`src/rtl/seq1101_pkg.sv`:
```
package seq1101_pkg;

  // Five-state encoding for the state-decoded detector; the match state
  // is the only one with the top bit set.
  typedef enum logic [2:0] {
    MO_IDLE = 3'b000,
    MO_GOT1 = 3'b001,
    MO_GOT11 = 3'b010,
    MO_GOT110 = 3'b011,
    MO_MATCH = 3'b100
  } moore_st_e;

  // Four-state encoding for the input-decoded detector.
  typedef enum logic [1:0] {
    ME_IDLE = 2'b00,
    ME_GOT1 = 2'b01,
    ME_GOT11 = 2'b10,
    ME_GOT110 = 2'b11
  } mealy_st_e;

  localparam int RST_STAGES = 2;

endpackage

```
`src/rtl/seq1101_rst_sync.sv`:
```
module seq1101_rst_sync #(
  parameter int STAGES = 2
) (
  input  logic clk,
  input  logic rst_n_async,
  output logic rst_n_sync
);

  logic [STAGES-1:0] chain_q;

  always_ff @(posedge clk or negedge rst_n_async) begin
    if (!rst_n_async) chain_q <= '0;
    else              chain_q <= {chain_q[STAGES-2:0], 1'b1};
  end

  assign rst_n_sync = chain_q[STAGES-1];

endmodule

```
`src/rtl/seq1101_moore.sv`:
```
module seq1101_moore
  import seq1101_pkg::*;
(
  input  logic clk,
  input  logic rst_n,
  input  logic bit_vld,
  input  logic bit_in,
  output logic flag
);

  moore_st_e st_q, st_d;

  always_comb begin
    st_d = st_q;
    if (bit_vld) begin
      case (st_q)
        MO_IDLE:   st_d = bit_in ? MO_GOT1   : MO_IDLE;
        MO_GOT1:   st_d = bit_in ? MO_GOT11  : MO_IDLE;
        MO_GOT11:  st_d = bit_in ? MO_GOT11  : MO_GOT110;
        MO_GOT110: st_d = bit_in ? MO_MATCH  : MO_IDLE;
        MO_MATCH:  st_d = bit_in ? MO_GOT11  : MO_IDLE;
        default:   st_d = MO_IDLE;
      endcase
    end
  end

  always_ff @(posedge clk or negedge rst_n) begin
    if (!rst_n)       st_q <= MO_IDLE;
    else if (bit_vld) st_q <= st_d;
  end

  assign flag = st_q[2];

  // an idle cycle leaves the history untouched
  assert_idle_hold_R5: assert property (@(posedge clk) disable iff (!rst_n)
    !bit_vld |=> $stable(st_q));

  // the late flag is held across idle cycles
  assert_flag_hold_R3: assert property (@(posedge clk) disable iff (!rst_n)
    (flag && !bit_vld) |=> flag);

  // a 1 after a match keeps two ones of history
  assert_overlap_R4: assert property (@(posedge clk) disable iff (!rst_n)
    (st_q == MO_MATCH && bit_vld && bit_in) |=> (st_q == MO_GOT11));

endmodule

```
`src/rtl/seq1101_mealy.sv`:
```
module seq1101_mealy
  import seq1101_pkg::*;
(
  input  logic clk,
  input  logic rst_n,
  input  logic bit_vld,
  input  logic bit_in,
  output logic flag
);

  mealy_st_e st_q, st_d;

  always_comb begin
    st_d = st_q;
    if (bit_vld) begin
      case (st_q)
        ME_IDLE:   st_d = bit_in ? ME_GOT1  : ME_IDLE;
        ME_GOT1:   st_d = bit_in ? ME_GOT11 : ME_IDLE;
        ME_GOT11:  st_d = bit_in ? ME_GOT11 : ME_GOT110;
        ME_GOT110: st_d = bit_in ? ME_GOT1  : ME_IDLE;
        default:   st_d = ME_IDLE;
      endcase
    end
  end

  always_ff @(posedge clk or negedge rst_n) begin
    if (!rst_n)       st_q <= ME_IDLE;
    else if (bit_vld) st_q <= st_d;
  end

  assign flag = bit_vld && bit_in && (st_q == ME_GOT110);

  // an idle cycle leaves the history untouched
  assert_idle_hold_R5: assert property (@(posedge clk) disable iff (!rst_n)
    !bit_vld |=> $stable(st_q));

  // after a hit the last 1 is kept as the start of the next match
  assert_after_hit_R4: assert property (@(posedge clk) disable iff (!rst_n)
    flag |=> (st_q == ME_GOT1));

endmodule

```
`src/rtl/seq1101_pair.sv`:
```
module seq1101_pair
  import seq1101_pkg::*;
(
  input  logic clk,
  input  logic rst_n,
  input  logic bit_vld,
  input  logic bit_in,
  output logic flag_moore,
  output logic flag_mealy
);

  logic rst_n_core;

  seq1101_rst_sync #(.STAGES(RST_STAGES)) u_rst_sync (
    .clk         (clk),
    .rst_n_async (rst_n),
    .rst_n_sync  (rst_n_core)
  );

  seq1101_moore u_moore (
    .clk     (clk),
    .rst_n   (rst_n_core),
    .bit_vld (bit_vld),
    .bit_in  (bit_in),
    .flag    (flag_moore)
  );

  seq1101_mealy u_mealy (
    .clk     (clk),
    .rst_n   (rst_n_core),
    .bit_vld (bit_vld),
    .bit_in  (bit_in),
    .flag    (flag_mealy)
  );

  // an early hit is always followed by the late flag
  assert_lead_R6: assert property (@(posedge clk) disable iff (!rst_n_core)
    flag_mealy |=> flag_moore);

  // the late flag never rises without an early hit one cycle before
  assert_rise_R6: assert property (@(posedge clk) disable iff (!rst_n_core)
    $rose(flag_moore) |-> $past(flag_mealy));

  // no flag while the core is held in reset
  always_comb begin
    if (!rst_n_core) begin
      assert_reset_quiet_R1: assert (!flag_moore || $isunknown(flag_moore));
    end
  end

endmodule

```
`config.mk`:
```
export PLATFORM = sky130hd
export DESIGN_NAME = seq1101_pair
export DESIGN_NICKNAME = d
export VERILOG_FILES = /design/src/rtl/seq1101_pkg.sv /design/src/rtl/seq1101_rst_sync.sv /design/src/rtl/seq1101_moore.sv /design/src/rtl/seq1101_mealy.sv /design/src/rtl/seq1101_pair.sv
export SDC_FILE = /design/constraint.sdc
export NUM_CORES = 1
export LEC_CHECK = 0
export BUFFER_PORTS_ARGS = -buffer_cell sky130_fd_sc_hd__clkbuf_2
export CAP_MARGIN = 5
export CORE_AREA = 2 2 39 41
export CTS_BUF_LIST = sky130_fd_sc_hd__clkbuf_8 sky130_fd_sc_hd__clkbuf_16
export DETAILED_ROUTE_END_ITERATION = 8
export DIE_AREA = 0 0 41 43
export GPL_TIMING_DRIVEN = 1
export MAX_ROUTING_LAYER = met4
export SYNTH_ARGS = -nofsm -noshare
export SYNTH_HDL_FRONTEND = slang
export SYNTH_SLANG_ARGS = --single-unit
```
`constraint.sdc`:
```
create_clock -name clk -period 2 [get_ports clk]
set_clock_uncertainty 0.1 [all_clocks]
set_input_delay 0.2 -clock clk [delete_from_list [all_inputs] [get_ports clk]]
set_output_delay 0.2 -clock clk [all_outputs]
set_load 0.01 [all_outputs]
```
==> impl_metrics.env, run 1 <==
export IMPL_maxClockFrequency_mhz=710
export IMPL_design_die_area_um2=1760
export IMPL_drv_cap=0
export IMPL_dp_slack_ps=817
export IMPL_grt_overflow=0
export IMPL_r2r_slack_ps=840
export IMPL_grt_setup_unrepaired="false"
export IMPL_yosysSeqAreaShare=0.498
export IMPL_irDropWorstVdd_v=0.000532
export IMPL_grt_pass1_wl_um=869
export IMPL_cts_tree="built"
export IMPL_routed_wl_um=522
export IMPL_syn2layout_area_growth_pct=29.9
export IMPL_num_antenna_cells=0
export IMPL_switching_share=0.283
export IMPL_postRouteAntennaNets=0
export IMPL_post_synth_top_area_cell="dfrtp_1"
export IMPL_synthTopCellsByArea="dfrtp_1, ha_1, mux2i_1, nand2b_1, nand2_1"
export IMPL_p_clk_frac=0.358
export IMPL_grt_pass1_vias=219
export IMPL_die_h_um=43
export IMPL_synthesis_nets=41
export IMPL_power_net_switching_mw=0.146
export IMPL_ys_warnings_count=0
export IMPL_cp_data_arrival_time_ps=1110
export IMPL_slowest_stage="dfrtp_1"
export IMPL_fin_nets=52
export IMPL_htreeDepth=1
export IMPL_clkLatencyLatePin_ps=220
export IMPL_vias=249
export IMPL_dr_pass1_iters=3
export IMPL_setup_ws_ps=591
export IMPL_p_seq_frac=0.415
export IMPL_cts_buffers_inserted=3
export IMPL_tns_ps=0
export IMPL_critical_path_max_stage_delay_ps=400
export IMPL_pwr_share_comb=0.227
export IMPL_clk_path_buf_depth=2
export IMPL_slew_viol_final=0
export IMPL_crit_required_ps=1700
export IMPL_grt_usage=0.0782
export IMPL_crit_chain="ha_1, and3_1, clkbuf_2"
export IMPL_syn_avg_cell_area_um2=10.3
export IMPL_start_util=0.254
export IMPL_power_density_nw_per_um2=1130
export IMPL_postCtsSetupBuffers=0
export IMPL_core_rowCount=14
export IMPL_hold_viol_final=0
export IMPL_ys_types=17
export IMPL_cts_root_buf="clkbuf_8"
export IMPL_netlist_area_leader_share=0.498
export IMPL_avgRoutedWirePerCell_um=8.70
export IMPL_final_common_cell="dfrtp_1"
export IMPL_port_buffers=5
export IMPL_layout_common_cells="dfrtp_1, clkbuf_2"
export IMPL_synth_seq_cells=7
export IMPL_whs_ps=197
export IMPL_dpl_hpwl_um=426
export IMPL_vias_per_cell=4.15
export IMPL_syn_area_um2=352
export IMPL_p_leak_nw=0.231
export IMPL_hold_class="primary input to async pin"
export IMPL_die_x_um=41
export IMPL_final_core_utilization=0.330
export IMPL_antenna_found_initial=0
export IMPL_period_needed_ps=1410
export IMPL_cp_max_fo=4
export IMPL_cts_sink_count=7
export IMPL_n_fill_cell=149
export IMPL_drt_iter0_markers=1
export IMPL_design_power_total_mw=0.516
export IMPL_cp_start_kind="register"
export IMPL_internal_power_mw=0.370
export IMPL_drc=0
export IMPL_cts_clk_slew_worst_paths_ps=40
export IMPL_gp_routability_congestion=0.588
export IMPL_setup_worst_path_class="register to output port"
export IMPL_cp_end_kind="output port"
export IMPL_core_area_um2=1380
export IMPL_min_period_over_period=0.704
export IMPL_finalSetupViolCount=0
export IMPL_drive_gt1_frac=0.205
export IMPL_status="completed"
export IMPL_ioPinCount=6
export IMPL_syn_inst=34
export IMPL_grt_max_degree=11
cell type report:
cell class / instances / area (µm²) / share of cell area
sequential: 7 / 175 / 0.384
multi-input combinational: 23 / 160 / 0.351
timing repair buffer: 7 / 45.0 / 0.0986
clock buffer: 3 / 41.3 / 0.0904
tap: 16 / 20.0 / 0.0438
inverter: 3 / 11.3 / 0.0247
clock inverter: 1 / 3.75 / 0.00822
worst paths after layout:
| path | from | endpoint | depth (start not counted) |
|---|---|---|---|
| worst min register to register | u_rst_sync.chain_q[0] | u_rst_sync.chain_q[1] | 0 |
| worst max-delay path | u_mealy.st_q[0] | flag_mealy | 3 |
| worst max register to register | u_mealy.st_q[0] | u_mealy.st_q[0] | 4 |
| worst min-delay path | rst_n | u_rst_sync.chain_q[0] | 2 |
| min in group clk | bit_vld | u_mealy.st_q[0] | 2 |
| max in group asynchronous | u_rst_sync.chain_q[1] | u_mealy.st_q[1] | 1 |
worst max-delay path, delay by kind of cell, from the launching register on:
| kind | cells | cell delay [ps] |
|---|---|---|
| fa+ha+maj | 1 | 200 |
| buf+inv | 1 | 120 |
| flops | 1 | 400 |
| simple gates | 1 | 170 |
layer usage:
layer	track usage	up-vias	wire length, µm
met3	0.0471	0	22
met2	0.0938	4	249
met1	0.101	113	250
met5	-	-	0
li1	-	132	-
met4	0.0400	0	0
power groups by stage:
stage	clock (mW)	sequential (mW)	combinational, mW
6_report	0.185	0.214	0.117
2_1_floorplan	0	0.212	0.0895
3_5_place_dp	0	0.219	0.115
5_1_grt	0.205	0.220	0.141
4_1_cts	0.193	0.215	0.120
3_3_place_gp	0	0.217	0.111
metrics by stage:
step                instance area, µm²  instances
floorplan                          352         34
global placement                   392         54
detailed placement                 392         54
CTS                                457         60
global route                       457         60
finish                             457         60
cell usage after synthesis:
cell type and n:
buf_2 1, nand2b_1 2, ha_1 3, a21oi_1 2, nand4_1 1, a211o_1 1
o2bb2ai_1 1, conb_1 1, mux2i_1 3, nor2_1 3, and3_1 1, inv_2 1
inv_1 2, xnor2_1 1, o21ai_0 1, nand2_1 3, dfrtp_1 7
sequential cells by signal (all words and copies together) (netlist names):
name / count
u_mealy.st_q: 2
u_moore.st_q: 3
u_rst_sync.chain_q: 2
cells by family after synthesis:
kind of cell / Yosys count / share of synthesized area
simple gates: 10 / 0.135
flops: 7 / 0.498
compound gates: 5 / 0.0925
buf+inv: 4 / 0.0462
fa+ha+maj: 3 / 0.107
mux: 3 / 0.0854
other cells: 1 / 0.0107
xor+xnor: 1 / 0.0249
timing repair:
| item | in CTS | in global routing |
|---|---|---|
| resized for setup | 0 | 0 |
| endpoints found under the hold margin | 7 | 0 |
| hold buffers | 2 | 0 |
No activity file was read; power rests on OpenSTA's default activity.
==> run 2: changes to the inputs <==
==> constraint.sdc (replaced) <==
create_clock -name clk -period 1.3 [get_ports clk]
set_clock_uncertainty 0.1 [all_clocks]
set_input_delay 0.13 -clock clk [delete_from_list [all_inputs] [get_ports clk]]
set_output_delay 0.13 -clock clk [all_outputs]
set_load 0.01 [all_outputs]
==> run 2 against run 1 <==
- utilization up 1.3 points
- count of clock-buffer cells in the layout unchanged
- via count up 6.0%
- total power up 62%
- sequential share of layout area down 1.4 points
- final area up 3.8%
- highest routed layer unchanged
==> impl_metrics.env, run 2 (synthesis gave the netlist of run 1 again) <==
export IMPL_status="completed"
export IMPL_start_util=0.254
export IMPL_switching_share=0.291
export IMPL_maxClockFrequency_mhz=771
export IMPL_hold_class="primary input to async pin"
export IMPL_port_buffers=5
export IMPL_top_regs="u_moore.st_q (3), u_mealy.st_q (2), u_rst_sync.chain_q (2)"
export IMPL_worst_path_dominant_cell_family="flip-flops"
export IMPL_final_core_utilization=0.343
export IMPL_grt_setup_unrepaired="true"
export IMPL_syn2layout_area_growth_pct=34.9
export IMPL_cp_max_fo=2
export IMPL_cts_sink_count=7
export IMPL_critical_path_max_stage_delay_ps=380
export IMPL_num_antenna_cells=0
export IMPL_p_seq_frac=0.388
export IMPL_routed_wl_um=591
export IMPL_critPathBufInv=1
export IMPL_antenna_found_initial=0
export IMPL_min_period_over_period=0.998
export IMPL_crit_required_ps=1070
export IMPL_grt_overflow=0
export IMPL_cts_root_buf="clkbuf_8"
export IMPL_slowest_stage="dfrtp_1"
export IMPL_cts_clk_slew_worst_paths_ps=40
export IMPL_crit_chain="ha_2, and3_1, clkbuf_2"
export IMPL_avgRoutedWirePerCell_um=9.53
export IMPL_vias_per_cell=4.26
export IMPL_vias=264
export IMPL_instances_no_fill=62
export IMPL_p_clk_frac=0.350
export IMPL_drt_iter0_markers=2
export IMPL_die_h_um=43
export IMPL_clk_path_buf_depth=2
export IMPL_cts_tree="built"
export IMPL_fin_nets=54
export IMPL_core_area_um2=1380
export IMPL_regMostFlops="u_moore.st_q"
export IMPL_dp_slack_ps=136
export IMPL_ioPinCount=6
export IMPL_power_density_nw_per_um2=1770
export IMPL_core_rowCount=14
export IMPL_drc=0
export IMPL_setup_ws_ps=2.23
export IMPL_die_x_um=41
export IMPL_finalSetupViolCount=0
export IMPL_postRouteAntennaNets=0
export IMPL_numPlacedInstances=54
export IMPL_grt_usage=0.0937
export IMPL_clkLatencyLatePin_ps=220
export IMPL_design_power_total_mw=0.837
export IMPL_grt_pass1_vias=278
export IMPL_slew_viol_final=0
export IMPL_largest_register_ffs=3
export IMPL_drv_cap=0
export IMPL_power_net_switching_mw=0.244
export IMPL_dpl_hpwl_um=431
export IMPL_whs_ps=123
export IMPL_final_common_cell="dfrtp_1"
export IMPL_p_leak_nw=0.239
export IMPL_drive_gt1_frac=0.261
export IMPL_cp_data_arrival_time_ps=1070
export IMPL_setup_worst_path_class="register to output port"
export IMPL_irDropWorstVdd_v=0.000587
export IMPL_grt_pass1_wl_um=1020
export IMPL_n_fill_cell=151
export IMPL_period_needed_ps=1300
export IMPL_htreeDepth=1
export IMPL_hold_viol_final=0
export IMPL_internal_power_mw=0.594
export IMPL_design_die_area_um2=1760
export IMPL_dr_pass1_iters=3
export IMPL_layout_common_cells="dfrtp_1, clkbuf_2"
export IMPL_cp_end_kind="output port"
export IMPL_grt_max_degree=11
export IMPL_cts_buffers_inserted=3
export IMPL_cp_start_kind="register"
export IMPL_pwr_share_comb=0.262
export IMPL_gp_routability_congestion=0.589
==> run 2: changes by cell type in the layout (fill, tap and decap cells not counted) <==
cell and delta:
ha_2 +1, buf_4 +2, ha_1 -1
==> run 2: worst paths after layout <==
path	from	cells after the start	slack (ps)	endpoint
setup / recovery	u_mealy.st_q[0]	3	2	flag_mealy
hold / removal	rst_n	2	120	u_rst_sync.chain_q[0]
setup reg to reg	u_mealy.st_q[0]	5	60	u_mealy.st_q[0]
hold reg to reg	u_rst_sync.chain_q[0]	0	250	u_rst_sync.chain_q[1]
max in group asynchronous	u_rst_sync.chain_q[1]	1	410	u_moore.st_q[0]
min in group clk	bit_vld	2	140	u_mealy.st_q[0]
==> run 2: repair_timing <==
item | 4_1_cts | 5_1_grt
resized for setup | 1 | 0
buffers inserted | 2 | 0
endpoints found under the setup margin | 1 | 1
endpoints found under the hold margin | 7 | 0
hold buffers | 2 | 0
==> run 2: cell type report <==
| type | count | area, µm² | area share |
|---|---|---|---|
| Multi-Input combinational cell | 23 | 163 | 0.343 |
| Clock inverter | 1 | 3.75 | 0.00792 |
| Tap cell | 16 | 20.0 | 0.0422 |
| Clock buffer | 3 | 41.3 | 0.0871 |
| Inverter | 3 | 11.3 | 0.0237 |
| Timing Repair Buffer | 9 | 60.1 | 0.127 |
| Sequential cell | 7 | 175 | 0.369 |
==> run 2: through the flow <==
stage	setup TNS [ps]	area, µm²
2_1_floorplan	0	352
3_3_place_gp	0	392
3_5_place_dp	0	392
4_1_cts	0	474
5_1_grt	-29.2	474
6_report	0	474
==> run 2: power groups by stage <==
stage	clock [mW]	sequential (mW)	combinational, mW
floorplan	0	0.326	0.138
global placement	0	0.334	0.174
detailed placement	0	0.338	0.179
CTS	0.307	0.323	0.223
global route	0.316	0.333	0.257
finish	0.293	0.325	0.220
==> run 2: layer usage <==
metal,track usage,up-vias,wire (µm)
li1,-,136,-
met1,0.0900,124,233
met2,0.141,4,332
met3,0.0157,0,25
met4,0.100,0,0
met5,-,-,0
==> run 2: worst reg2reg max path, cell delays in order (launching register included) <==
cell,delay [ps]
dfrtp_1,380
buf_4,150
inv_1,50
ha_1,220
mux2i_1,130
a21oi_1,80
